===== src/rtl/instr_prefetch_buf.sv =====
module instr_prefetch_buf #(
  parameter int DW = 48,
  parameter int AW = 15,
  parameter int FW = 5
) (
  input  logic              clk,
  input  logic              rst_n,
  input  logic              buf_en,
  input  logic              req_valid,
  input  logic              req_actual,
  input  logic              req_super,
  input  logic [AW-1:0]     req_addr,
  output logic [AW-11:0]    pf_page,
  input  logic [FW-1:0]     pf_frame,
  output logic              mem_re,
  output logic [FW+9:0]     mem_addr,
  input  logic [DW+1:0]     mem_rdata,
  output logic              sw_re,
  output logic [2:0]        sw_idx,
  input  logic [DW+1:0]     sw_rdata,
  output logic              rsp_valid,
  output logic [DW-1:0]     rsp_word,
  output logic              flt_iprot,
  output logic              flt_icheck
);
  localparam int NE  = 4;
  localparam int TW  = AW + 1;
  localparam int PAW = FW + 10;
  localparam int WW  = DW + 2;
  localparam logic [1:0] KIND_INSN = 2'b10;

  logic [TW-1:0]  tag   [NE];
  logic [WW-1:0]  store [NE];
  logic [NE-1:0]  vld;
  logic [5:0]     lru;

  function automatic logic [5:0] win_m(input logic [1:0] i);
    case (i)
      2'd0:    win_m = 6'b000111;
      2'd1:    win_m = 6'b011000;
      2'd2:    win_m = 6'b100000;
      default: win_m = 6'b000000;
    endcase
  endfunction

  function automatic logic [5:0] lose_m(input logic [1:0] i);
    case (i)
      2'd0:    lose_m = 6'b000000;
      2'd1:    lose_m = 6'b000001;
      2'd2:    lose_m = 6'b001010;
      default: lose_m = 6'b110100;
    endcase
  endfunction

  logic [TW-1:0]  eff;
  logic [PAW-1:0] phys;
  logic           is_sw, f_zero, f_prot, blocked, need_read, kind_bad;
  logic [NE-1:0]  hit, victim;
  logic           hit_any;
  logic [1:0]     hit_idx, vic_idx, wr_idx;
  logic [WW-1:0]  fetched, sel_word;

  assign eff     = {req_super, req_addr};
  assign pf_page = req_addr[AW-1:10];
  assign phys    = req_super ? PAW'(req_addr) : {pf_frame, req_addr[9:0]};
  assign is_sw   = (phys < PAW'(8));
  assign f_zero  = req_actual && (req_addr == '0);
  assign f_prot  = req_actual && !req_super && (pf_frame == '0) && !f_zero;
  assign blocked = f_zero || f_prot;

  generate
    for (genvar g = 0; g < NE; g++) begin : g_cmp
      assign hit[g]    = vld[g] && (tag[g] == eff);
      assign victim[g] = ((lru & win_m(2'(g))) == 6'b0) &&
                         ((lru & lose_m(2'(g))) == lose_m(2'(g)));
    end
  endgenerate

  always_comb begin
    hit_idx = '0;
    vic_idx = '0;
    for (int i = NE - 1; i >= 0; i--) begin
      if (hit[i])    hit_idx = 2'(i);
      if (victim[i]) vic_idx = 2'(i);
    end
  end

  assign hit_any   = |hit;
  assign wr_idx    = hit_any ? hit_idx : vic_idx;
  assign need_read = req_valid && !blocked && (buf_en ? !hit_any : req_actual);
  assign mem_re    = need_read && !is_sw;
  assign sw_re     = need_read && is_sw;
  assign mem_addr  = phys;
  assign sw_idx    = phys[2:0];
  assign fetched   = is_sw ? sw_rdata : mem_rdata;

  always_comb begin
    if (blocked)               sel_word = '0;
    else if (buf_en && hit_any) sel_word = store[hit_idx];
    else if (need_read)        sel_word = fetched;
    else                       sel_word = '0;
  end

  assign kind_bad = req_actual && !blocked && (sel_word[WW-1:DW] != KIND_INSN) &&
                    (eff >= TW'(8));

  always_ff @(posedge clk) begin
    if (!rst_n) begin
      vld <= '0;
      lru <= '0;
      for (int i = 0; i < NE; i++) begin
        tag[i]   <= '0;
        store[i] <= '0;
      end
    end else if (req_valid && !blocked && buf_en) begin
      if (!hit_any) begin
        vld[vic_idx]   <= 1'b1;
        tag[vic_idx]   <= eff;
        store[vic_idx] <= fetched;
      end
      if (req_actual)
        lru <= (lru & ~lose_m(wr_idx)) | win_m(wr_idx);
    end
  end

  always_ff @(posedge clk) begin
    if (!rst_n) begin
      rsp_valid  <= 1'b0;
      rsp_word   <= '0;
      flt_iprot  <= 1'b0;
      flt_icheck <= 1'b0;
    end else begin
      rsp_valid  <= req_valid;
      rsp_word   <= req_valid ? sel_word[DW-1:0] : '0;
      flt_iprot  <= req_valid && f_prot;
      flt_icheck <= req_valid && (f_zero || kind_bad);
    end
  end

  AST_ONE_VICTIM: assert property (@(posedge clk) disable iff (!rst_n)
    $countones(victim) == 1);
  AST_SPEC_KEEPS_LRU: assert property (@(posedge clk) disable iff (!rst_n)
    req_valid && !req_actual |=> $stable(lru));
  AST_ADDR0_TRAP: assert property (@(posedge clk) disable iff (!rst_n)
    req_valid && req_actual && req_addr == '0 |=> rsp_valid && flt_icheck && !flt_iprot && $stable(lru) && $stable(vld));
  AST_PROT_TRAP: assert property (@(posedge clk) disable iff (!rst_n)
    req_valid && req_actual && !req_super && pf_frame == '0 && req_addr != '0 |=> flt_iprot && $stable(lru) && $stable(vld));
  AST_PORTS_EXCL: assert property (@(posedge clk) disable iff (!rst_n)
    !(mem_re && sw_re));
  AST_DIS_SPEC_IDLE: assert property (@(posedge clk) disable iff (!rst_n)
    req_valid && !buf_en && !req_actual |-> !mem_re && !sw_re);
  AST_DIS_NO_FILL: assert property (@(posedge clk) disable iff (!rst_n)
    req_valid && !buf_en |=> $stable(lru) && $stable(vld));
  AST_RSP_TIMING: assert property (@(posedge clk) disable iff (!rst_n)
    rsp_valid |-> $past(req_valid));
endmodule


===== config.mk =====
export PLATFORM = sky130hd
export DESIGN_NAME = instr_prefetch_buf
export DESIGN_NICKNAME = d
export VERILOG_FILES = /design/src/rtl/instr_prefetch_buf.sv
export SDC_FILE = /design/constraint.sdc
export NUM_CORES = 1
export LEC_CHECK = 0
export ABC_AREA = 0
export BUFFER_PORTS_ARGS = -buffer_cell sky130_fd_sc_hd__buf_2
export CAP_MARGIN = 20
export CORE_MARGIN = 3
export CORE_UTILIZATION = 24
export CTS_BUF_LIST = sky130_fd_sc_hd__clkbuf_2 sky130_fd_sc_hd__clkbuf_4 sky130_fd_sc_hd__clkbuf_8
export DETAILED_ROUTE_END_ITERATION = 10
export MAX_ROUTING_LAYER = met4
export PLACE_DENSITY_LB_ADDON = 0.15
export SYNTH_ARGS = -nofsm -noshare
export SYNTH_HDL_FRONTEND = slang
export SYNTH_SLANG_ARGS = --single-unit

===== constraint.sdc =====
create_clock -name clk -period 9.4 [get_ports clk]
set_input_delay 0.47 -clock clk [delete_from_list [all_inputs] [get_ports clk]]
set_output_delay 0.47 -clock clk [all_outputs]
set_load 0.005 [all_outputs]

======== After elaboration in Yosys (flattened, before gate mapping) ========
Memory sizes are Yosys's and may differ from the RTL's.
Index checks and enable logic that the tools add are counted.
storage, ports and cells
  bits in registers ....................... 61
  output and inout bits ................... 76
  memories ................................ 2
  bits in writable memories ............... 264
memories
  memory  words  width  read ports  clocked after memory_dff  write ports  RTL line  RTL
  store   4      50     1           0                         4            33        logic [WW-1:0] store [NE];
  tag     4      16     4           0                         4            32        logic [TW-1:0] tag [NE];
cells by class
  bitwise logic cells ..................... 7
  $lt $le $gt $ge ......................... 4
  multiplexer cells ....................... 36
  equality and inequality tests ........... 9
  reductions and logical operators ........ 41
operators with widths
  cell                                                                 number
  two-way mux 50 bit                                                   5
  equality test 16 bit                                                 4
  OR reduction 50 bit                                                  1
  two-way mux 6 bit                                                    6
  one-hot mux 6 bit (3 select lines)                                   2
  logical AND 1 bit                                                    22
  two-way mux 2 bit                                                    11
  logical NOT 6 bit                                                    3
  greater-or-equal comparator 16 x 4 -> 1 bit (second input constant)  1
  two-way mux 16 bit                                                   1
  OR reduction 16 bit                                                  1
  logical NOT 15 bit                                                   1
  < comparator 15 x 4 -> 1 bit (second input constant)                 1
  two-way mux 15 bit                                                   1
  two-way mux 1 bit                                                    9
  bitwise AND 6 bit                                                    1
  inverter 6 bit                                                       1
  OR 6 bit                                                             1
  logical NOT 1 bit                                                    5
  logical NOT 5 bit                                                    1
  equality test 2 bit (second input constant)                          2
  OR 4 bit                                                             1
  AND reduction 2 bit                                                  2
  OR reduction 4 bit                                                   1
  other kinds (10)                                                     13

======== Longest topological paths before layout ========
  depth after elaboration ................. 16
  depth in mapped cells ................... 12

======== Least setup slack after synthesis ========
No wires, ideal clock.
  kind .................................... input-to-reg
  from .................................... input req_addr[6]
  to ...................................... memory store[2][0] in the netlist's numbering (enable)
  data required time ...................... 8.694 ns
  path slack .............................. 5.144 ns
  library setup time ...................... 0.706 ns
  arrival time ............................ 3.550 ns
  stages .................................. 11
  cell sequence ........................... buf_2 > or4_4 > nor4_4 > nand2_2 > nand4_1 > nand3b_1 > or2_2 > buf_2 > buf_2 > buf_2 > nand2_1
RTL lines
  item             RTL line  RTL
  start, declared  12        input logic [AW-1:0] req_addr,
  end, declared    33

==> flow_metrics.py <==
metrics = {
    "timing": {
        "tns_ps": 0,
        "final_hold_viol_count": 0,
        "slew_viol_final": 0,
        "fin_crit_ps": 4130,
        "worstMarginPinSlew_ps": 1080,
        "grt_setup_unrepaired": "false",
        "slew_headroom_pct": 27.9,
        "setup_violations": 0,
        "holdWs_ps": 164,
        "fmax_ghz": 0.242,
        "worst_slack_ps": 5270,
        "finClkSkew_ps": 29.2,
        "finalCritPeriodShare_pct": 43.9,
    },
    "synth": {
        "synth_top_family_by_area": "simple AND/OR/NAND/NOR gates",
        "synth_fa_ha_area_share_pct": 0,
        "synth-seq-cells": 325,
        "synth_cell_types": 53,
        "synthSimpleGateAreaFrac_pct": 10.8,
        "async_flop_share_pct": 0,
        "synth_area_leaders": "edfxtp_1 (55%), mux2i_1 (10%), dfxtp_1 (8.5%)",
        "syn-num-nets": 1268,
        "synth_top_cell_by_area": "edfxtp_1",
        "yosysWarnings": 0,
        "syn-instance-count": 1142,
        "synth_compound_area_share_pct": 6.50,
        "synth_area_per_cell_um2": 12.6,
        "synth_mux_area_share_pct": 10.6,
        "yosysTopAreaCellShare_pct": 55.2,
        "syn_area_um2": 14400,
        "ys_seq_area_share_pct": 63.7,
        "synth_edf_count": 264,
        "synth_xor_area_share_pct": 3.90,
        "synth_ff_type": "edfxtp_1",
    },
    "final_layout": {
        "fillers": 6039,
        "area_growth_syn_to_layout_pct": 19.8,
        "stdcell_area_um2": 17200,
        "drive_gt1_share_pct": 26.5,
        "final_cells": 2148,
        "nNetsFinal": 1446,
    },
    "job": {
        "cap_violations": 0,
    },
    "pwr": {
        "swShare_pct": 23.7,
        "clkPwrFrac_pct": 42.9,
        "combPwrFrac_pct": 6.3,
        "switchingPower_uw": 768,
        "leakage_uw": 0.00638,
        "ir_drop_mv": 0.0905,
        "powerDensity_nw_per_um2": 188,
        "p_seq_share_pct": 50.7,
        "internal_power_uw": 2470,
    },
    "global_routing": {
        "antenna_found_initial": 3,
        "grt_max_degree": 100,
        "grt_pass1_vias": 9680,
        "grt_util_all_layers_pct": 13.4,
        "grt_pass1_wl_um": 61600,
        "grt_overflow": 0,
    },
    "placed_design": {
        "dpl.cell_count": 2030,
        "port_buffers": 201,
        "routabilityCongestion": 0.776,
        "dp_slack_ps": 4850,
        "post_dp_cell_area_um2": 16000,
        "dp_hpwl_um": 24400,
    },
    "clock_network": {
        "cts-hold-fix-buffers": 0,
        "cts_max_level": 2,
        "clockBufferDepth": 3,
        "postCtsSetupRepairBufs": 0,
        "clkTransAtPathRegs_ps": 60,
        "cts_tree": "done",
        "cts_sinks": 325,
        "clk_latency_ps": 650,
        "cts.root.buffer_cell": "clkbuf_8",
        "cts-buffers-inserted": 60,
        "cts_resized": 0,
    },
    "route": {
        "drc": 0,
        "wl_per_cell_um": 19.4,
        "ant_nets": 0,
        "wl_um": 41800,
        "drt_first_pass_iters": 5,
        "avgViaCountPerCell": 4.31,
        "vias": 9257,
        "drtIter0Drc": 468,
    },
    "setup_path": {
        "cp_cell_sequence": "xnor2_1 -> nand4_1 -> nor4_1 -> a32oi_2 -> nand3b_1 -> buf_4 -> or3_2 -> buf_4 -> nor2_1",
        "crit_top_cell": "buf_4",
        "max_stage_delay_ps": 810,
        "start_kind": "flop",
        "endpoint_kind": "flop",
        "crit_arrival_ps": 4470,
        "crit_fanout": 68,
        "path_buf_inv": 2,
        "cp_data_required_time_ps": 9740,
        "cp_top_family": "buffers and inverters",
        "path_class": "flop to flop",
        "cpMaxStageDelayCell": "buf_4",
    },
    "floorplan": {
        "start_util_pct": 24.3,
        "fp-row-count": 89,
        "pin_count": 202,
        "fp.dieW_um": 251,
        "die-area_um2": 62900,
        "core_area_um2": 59100,
        "die_h_um": 251,
    },
    "outcome": {
        "status": "finished, final reports clean",
    },
    "hold_path": {
        "min-delay-path-class": "primary input to flop",
    },
}
==> registers in the layout, summed over array words and instances, names as in the netlist, named ones only <==
name	flops
rsp_valid	1
tag	64
vld	4
flt_iprot	1
lru	2
flt_icheck	1
store	200
rsp_word	48
==> stage by stage <==
step	util, %	total power [uW]
after detailed placement	27.0	1880
after CTS	29.1	3310
final	29.1	3240
after global placement	26.9	1880
after floorplan	-	1790
after global routing	29.1	3390
==> cells by family after synthesis <==
kind of cell           Yosys count
AO/OA/AOI/OAI                  121
XOR/XNOR                        64
buffers and inverters          120
flip-flops                     325
multiplexers                   152
AND/OR/NAND/NOR                360
==> area by class of cell <==
class	instances	area, um2	share of cell area [%]
sequential	325	9150	53.1
multi-input combinational	697	4630	26.9
timing repair buffer	213	1150	6.67
clock buffer	96	1110	6.47
tap	773	967	5.62
clock inverter	18	111	0.647
inverter	23	86.3	0.501
antenna	3	7.51	0.0436
==> layer usage <==
layer / up-vias / share of wire, % / global-route usage [%]
li1: 4427 / - / -
met1: 4563 / 46 / 17.1
met2: 207 / 48 / 21.8
met3: 60 / 4.5 / 2.56
met4: 0 / 1.7 / 3.98
met5: - / 0 / -
==> power by group through the flow <==
stage	sequential (uW)	combinational [uW]	clock, uW
4_1_cts	1640	211	1450
5_1_grt	1650	229	1510
3_3_place_gp	1670	209	0
2_1_floorplan	1670	118	0
3_5_place_dp	1670	211	0
6_report	1640	206	1390
==> synth_stat cells, types with 9 or more instances <==
| library cell | count |
|---|---|
| buf_2 | 46 |
| buf_4 | 20 |
| clkbuf_1 | 19 |
| dfxtp_1 | 61 |
| edfxtp_1 | 264 |
| inv_1 | 23 |
| mux2i_1 | 147 |
| nand2_1 | 22 |
| nand4_1 | 9 |
| nor2_1 | 275 |
| nor4_1 | 11 |
| o21bai_1 | 28 |
| o21bai_2 | 20 |
| o22ai_1 | 49 |
| xnor2_1 | 34 |
| xor2_1 | 30 |
==> placed cells by master (no fill, tap or decap), types with 3 or more instances in the layout <==
cell type	instances
clkbuf_4	33
dfxtp_1	61
inv_1	23
nor2_1	275
edfxtp_1	264
nand3b_1	3
a211oi_1	3
nor3_1	5
clkbuf_8	63
mux2_2	5
buf_4	9
xor2_1	30
nand2_4	5
clkinv_2	8
o22ai_1	49
diode_2	3
buf_2	201
or3_1	3
nand3_1	6
xnor2_1	34
a21oi_1	3
nor4_1	11
o211ai_1	3
mux2i_1	147
clkinv_1	7
nand2_1	17
nor2b_1	4
o21ai_0	4
o21bai_1	28
nand4_1	9
nand2b_1	3
o21bai_2	20
==> final timing paths <==
check             start           end  slack, ps  cells after the start
min           req_valid     flt_iprot        160                      3
max          tag[1][14]  store[1][35]       5270                      9
max reg2reg  tag[1][14]  store[1][35]       5270                      9
min reg2reg      vld[0]        vld[0]        440                      2
==> worst reg2reg max path, cell delays in order (launching register included) <==
cell,delay (ps)
edfxtp_1,380
xnor2_1,280
nand4_1,280
nor4_1,490
a32oi_2,230
nand3b_1,150
buf_4,810
or3_2,320
buf_4,790
nor2_1,110
No activity file was read; power rests on OpenSTA's default activity.
